`src/rtl/wimm_decoder.sv`:
```
module wimm_decoder #(
  parameter logic [7:0] WIDE_OP = 8'h18,
  parameter int unsigned MAX_REG = 10
) (
  input  logic        clk,
  input  logic        rst,
  input  logic        in_valid,
  output logic        in_ready,
  input  logic [63:0] in_word,
  output logic        out_valid,
  input  logic        out_ready,
  output logic [7:0]  out_opcode,
  output logic [3:0]  out_dst,
  output logic [3:0]  out_src,
  output logic [15:0] out_off,
  output logic [63:0] out_imm,
  output logic        out_src_reg,
  output logic        out_wide,
  output logic        out_bad_reg,
  output logic        err_pair
);

  localparam logic [3:0] REG_LIM = 4'(MAX_REG);

  logic        pending;
  logic [63:0] first_w;

  wire        acc     = in_valid && in_ready;
  wire [7:0]  op      = in_word[7:0];
  wire [3:0]  dst     = in_word[11:8];
  wire [3:0]  src     = in_word[15:12];
  wire        is_wide = (op == WIDE_OP);
  wire        alu_jmp = op[2];
  wire        src_use = alu_jmp ? op[3] : !is_wide;
  wire        bad_now = (dst > REG_LIM) || (src_use && (src > REG_LIM));
  wire        pseudo_ok = (in_word[31:0] == 32'd0);
  wire        first_bad = (first_w[11:8] > REG_LIM);

  assign in_ready = !out_valid;

  always_ff @(posedge clk) begin
    if (rst) begin
      pending   <= 1'b0;
      out_valid <= 1'b0;
      err_pair  <= 1'b0;
    end else begin
      err_pair <= 1'b0;
      if (out_valid && out_ready) out_valid <= 1'b0;
      if (acc) begin
        if (pending) begin
          pending <= 1'b0;
          if (pseudo_ok) out_valid <= 1'b1;
          else           err_pair  <= 1'b1;
        end else if (is_wide) begin
          pending <= 1'b1;
        end else begin
          out_valid <= 1'b1;
        end
      end
    end
  end

  always_ff @(posedge clk) begin
    if (acc && !pending && is_wide) first_w <= in_word;
    if (acc) begin
      if (pending) begin
        out_opcode  <= first_w[7:0];
        out_dst     <= first_w[11:8];
        out_src     <= first_w[15:12];
        out_off     <= first_w[31:16];
        out_imm     <= {in_word[63:32], first_w[63:32]};
        out_src_reg <= 1'b0;
        out_wide    <= 1'b1;
        out_bad_reg <= first_bad;
      end else if (!is_wide) begin
        out_opcode  <= op;
        out_dst     <= dst;
        out_src     <= src;
        out_off     <= in_word[31:16];
        out_imm     <= {{32{in_word[63]}}, in_word[63:32]};
        out_src_reg <= alu_jmp && op[3];
        out_wide    <= 1'b0;
        out_bad_reg <= bad_now;
      end
    end
  end

endmodule

```
`config.mk`:
```
export PLATFORM = sky130hd
export DESIGN_NAME = wimm_decoder
export DESIGN_NICKNAME = d
export VERILOG_FILES = /design/src/rtl/wimm_decoder.sv
export SDC_FILE = /design/constraint.sdc
export NUM_CORES = 1
export LEC_CHECK = 0
export CELL_PAD_IN_SITES_DETAIL_PLACEMENT = 0
export CELL_PAD_IN_SITES_GLOBAL_PLACEMENT = 1
export CORE_MARGIN = 5
export CORE_UTILIZATION = 33
export CTS_CLUSTER_DIAMETER = 80
export DETAILED_ROUTE_END_ITERATION = 7
export DONT_BUFFER_PORTS = 1
export PLACE_DENSITY_LB_ADDON = 0.25
export RECOVER_POWER = 50
export SLEW_MARGIN = 20
export SYNTH_ARGS = -nofsm -noshare
export SYNTH_HDL_FRONTEND = slang
export SYNTH_SLANG_ARGS = --single-unit
```
`constraint.sdc`:
```
create_clock -name clk -period 8 [get_ports clk]
set_clock_uncertainty 0.05 [all_clocks]
set_input_delay 1.2 -clock clk [delete_from_list [all_inputs] [get_ports clk]]
set_output_delay 1.2 -clock clk [all_outputs]
set_load 0.03 [all_outputs]
```
==> impl_summary.txt <==
----------------------------------------------------
[Run status]
  Status ... finished with violations
  Failing checks ... max-capacitance violations, max-slew violations

[Cells and area]
  Number of diodes ... 0
  Area Overhead vs Synth ... 13.6%
  Fraction of layout instances using a drive strength above 1 ... 0.259
  Final core occ ... 0.378
  Fillers ... 1741
  Net count, final ... 426
  Largest registers ... first_w (64), out_imm (64), out_off (16)
  Sequential Area ... 0.00495 sq mm
  Multi-input gate area in the final layout ... 0.00120 sq mm

[STA]
  Setup slack of the critical path after layout ... 3.15 ns
  Worst slew pin tran ... 3.31 ns
  Period Utilization, post-route ... 0.607
  Slew Viols, Final ... 108
  Setup repair after global routing missed its margin ... no
  Setup Total Neg Slack ... 0 ns
  Final Hold Vio Count ... 0
  Relative slew margins ... -1.21
  Worst hold-check slack ... 0.473 ns
  FMAX ... 0.206 GHz
  Count of endpoints failing setup in the final report ... 0
  Final critical-path required period ... 4.85 ns

[Die]
  Core Area ... 0.0186 sq mm
  Num ports ... 170
  Die Footprint ... 0.0217 sq mm
  Rows ... 50
  Die X-Extent ... 147 microns
  Floorplan die height ... 147 microns
  Starting utilization of the core area ... 0.333

[Detailed routing]
  TritonRoute pass-1 iters ... 4
  Routed Wire Length ... 12200 microns
  Number of routed nets with antenna violations ... 0
  Via density per instance ... 4.81
  Remaining DRCs ... 0
  Iteration-0 DRC Markers ... 139
  Final routed wire length divided by cell count ... 20.2 microns
  Total number of vias ... 2913

[Worst setup path]
  Startpoint of the lowest-slack register-to-register path ... pending
  Maximum net fanout on the critical path ... 68
  Worst path arrival time ... 4.95 ns
  Category of the worst setup path launch point ... flip-flop
  Critical path endpoint category ... flip-flop
  Worst r2r dst ... out_imm[38]
  Worst Reg2Reg Path Length in Cells ... 4
  Minimum setup slack among reg-to-reg paths ... 3.15 ns
  Required time of the critical path ... 8.10 ns
  Category of the most critical setup path ... flip-flop to flip-flop

[Logic synthesis]
  Number of nets produced by synthesis ... 416
  Yosys top cell area share ... 0.788
  Cells after synthesis ... 348
  EDFF count, synth ... 163
  Cell taking the most area after synthesis ... sky130_fd_sc_hd__edfxtp_1
  Distinct cell type count after synthesis ... 26
  Number of warning messages in the yosys log ... 0
  Cell area after technology mapping ... 0.00621 sq mm
  Register area share after synthesis ... 0.798
  Count of state elements after synthesis ... 166
  Async S/R FF share, synth ... 0
  Post-synthesis average cell area ... 17.9 sq um
  Top_reg_cell synth ... sky130_fd_sc_hd__edfxtp_1
  Most numerous cell types in the synthesized netlist ... sky130_fd_sc_hd__edfxtp_1 (163), sky130_fd_sc_hd__nand2_1 (70), sky130_fd_sc_hd__mux2_2 (60)
  Top-count cell post-synth ... sky130_fd_sc_hd__edfxtp_1
  Largest cells by area after synthesis ... sky130_fd_sc_hd__edfxtp_1 (79%), sky130_fd_sc_hd__mux2_2 (11%), sky130_fd_sc_hd__nand2_1 (4.2%), sky130_fd_sc_hd__dfxtp_1 (0.97%), sky130_fd_sc_hd__nor4_1 (0.60%)

[Clock network]
  Number of instances resized during post-cts repair ... 0
  TritonCTS clock tree ... done
  TritonCTS buffer count ... 17
  Post-CTS Setup Repair Bufs ... 0
  Later-pin clock latency in the skew report ... 0.41 ns
  Clock transition at the registers of the reported paths ... 0.06 ns
  Clk sinks ... 166
  Number of buffers on the longest clock path ... 2
  Depth of the CTS H-tree ... 4
  Root Buffer ... sky130_fd_sc_hd__clkbuf_16
  Number of buffers added to fix hold violations after cts ... 0

[GRT]
  Antenna violations before repair ... 0
  Largest net degree at the start of global routing ... 79
  Gr ovfl total ... 0
  Vias in the first global route ... 2990
  Tot GR Track Use ... 0.115
  Wire length of the first global-routing pass ... 18900 microns

[Pwr]
  Combinational Power Share ... 0.041
  Power per standard cell area ... 281 mW/mm^2
  Design Power ... 1.99 mW
  Cell Int Power ... 1.51 mW
  Worst IR drop on VDD ... 0.000135 V
  Leakage power figure ... 2.30 nW
  Share of power burned in the clock network ... 0.396
  Net switching power ... 0.473 mW
  Fraction of power consumed by sequential logic ... 0.563
  Switching portion of total power ... 0.238

[Placement]
  Placed wire-length estimate after detailed placement ... 8020 microns
  Count of buffers from port buffering ... 0
  Worst slack at placement ... 4.42 ns
  Gp weighted congestion ... 0.763

[Min path]
  Hold Startpoint ... first_w[63]
  Min-Delay Path Depth ... 2
  Min-delay worst type ... flip-flop to flip-flop
  Hold endpoint ... out_imm[31]

[Flow run]
  Max Cap Viol ... 2

----------------------------------------------------
[critical path, stage by stage, from the launching register on]
cell,delay (ns)
sky130_fd_sc_hd__dfxtp_1,1.35
sky130_fd_sc_hd__clkbuf_1,2.41
sky130_fd_sc_hd__nand2b_1,0.28
sky130_fd_sc_hd__buf_4,0.34
sky130_fd_sc_hd__nand2_1,0.10
[final cells by class]
class / instances / share of cell area
inverter: 2 / 0.00106
sequential: 166 / 0.702
clock buffer: 21 / 0.0624
timing repair buffer: 5 / 0.00479
tap: 234 / 0.0415
multi-input combinational: 166 / 0.170
clock inverter: 11 / 0.0181
[logic make-up after synthesis]
| logic type | share of synthesized area |
|---|---|
| compound gates | 0.0119 |
| mux | 0.109 |
| flops | 0.798 |
| buf+inv | 0.0133 |
| simple gates | 0.0685 |
[worst max path at each step]
| stage | start | to | slack, ns | cells past startpoint |
|---|---|---|---|---|
| after floorplan | in_word[3] | out_bad_reg | 0.67 | 2 |
| after global placement | in_valid | out_imm[19] | 4.47 | 3 |
| after detailed placement | in_word[3] | out_imm[60] | 4.42 | 3 |
| after CTS | in_word[3] | out_imm[34] | 4.85 | 3 |
| after global routing | pending | out_imm[61] | 2.64 | 4 |
| final | pending | out_imm[38] | 3.15 | 4 |
[metrics by stage]
stage          instances  area [sq um]
2_1_floorplan        348          6210
3_3_place_gp         573          6490
3_5_place_dp         573          6490
4_1_cts              605          7060
5_1_grt              605          7060
6_report             605          7060
[placed cells by master, fill, tap and decap left out]
master | netlist | final
sky130_fd_sc_hd__nor4_1 | 6 | 6
sky130_fd_sc_hd__nor2b_1 | 2 | 2
sky130_fd_sc_hd__a41oi_4 | 0 | 1
sky130_fd_sc_hd__nor4_4 | 1 | 1
sky130_fd_sc_hd__o31ai_1 | 1 | 1
sky130_fd_sc_hd__dfxtp_1 | 3 | 3
sky130_fd_sc_hd__and2_0 | 0 | 1
sky130_fd_sc_hd__nor2_1 | 3 | 3
sky130_fd_sc_hd__nand2b_1 | 4 | 4
sky130_fd_sc_hd__nand2_1 | 70 | 70
sky130_fd_sc_hd__o22a_1 | 1 | 1
sky130_fd_sc_hd__bufinv_16 | 0 | 2
sky130_fd_sc_hd__o41ai_1 | 1 | 1
sky130_fd_sc_hd__a21oi_1 | 5 | 5
sky130_fd_sc_hd__inv_1 | 2 | 2
sky130_fd_sc_hd__clkbuf_16 | 0 | 17
sky130_fd_sc_hd__nor3_1 | 3 | 2
sky130_fd_sc_hd__nand4_1 | 1 | 1
sky130_fd_sc_hd__nand3_1 | 2 | 2
sky130_fd_sc_hd__clkinv_2 | 0 | 2
sky130_fd_sc_hd__clkinvlp_4 | 0 | 3
sky130_fd_sc_hd__inv_6 | 0 | 1
sky130_fd_sc_hd__mux2_2 | 60 | 60
sky130_fd_sc_hd__o21ai_0 | 1 | 1
sky130_fd_sc_hd__buf_4 | 0 | 4
sky130_fd_sc_hd__nor3_2 | 1 | 2
sky130_fd_sc_hd__or2b_1 | 1 | 1
sky130_fd_sc_hd__o311a_1 | 1 | 1
sky130_fd_sc_hd__edfxtp_1 | 163 | 163
sky130_fd_sc_hd__clkinv_4 | 0 | 3
sky130_fd_sc_hd__clkbuf_1 | 6 | 5
[power groups by stage]
stage               Combinational [mW]  Clock, mW  Sequential, mW
floorplan                       0.0677          0            1.13
global placement                0.0787          0            1.14
detailed placement              0.0798          0            1.14
CTS                             0.0803      0.810            1.12
global route                    0.0920      0.854            1.12
finish                          0.0811      0.787            1.12
[per-layer routing]
metal  vias to the layer above  share of wire  track usage  wire length, microns
met2                       143           0.44        0.167                  5330
met1                      1417           0.44        0.145                  5390
met3                        14           0.11       0.0611                  1340
li1                       1339              -            -                     -
met4                         0          0.014       0.0447                   168
met5                         -              0            0                     0
Power figures use the tool's default switching activity.
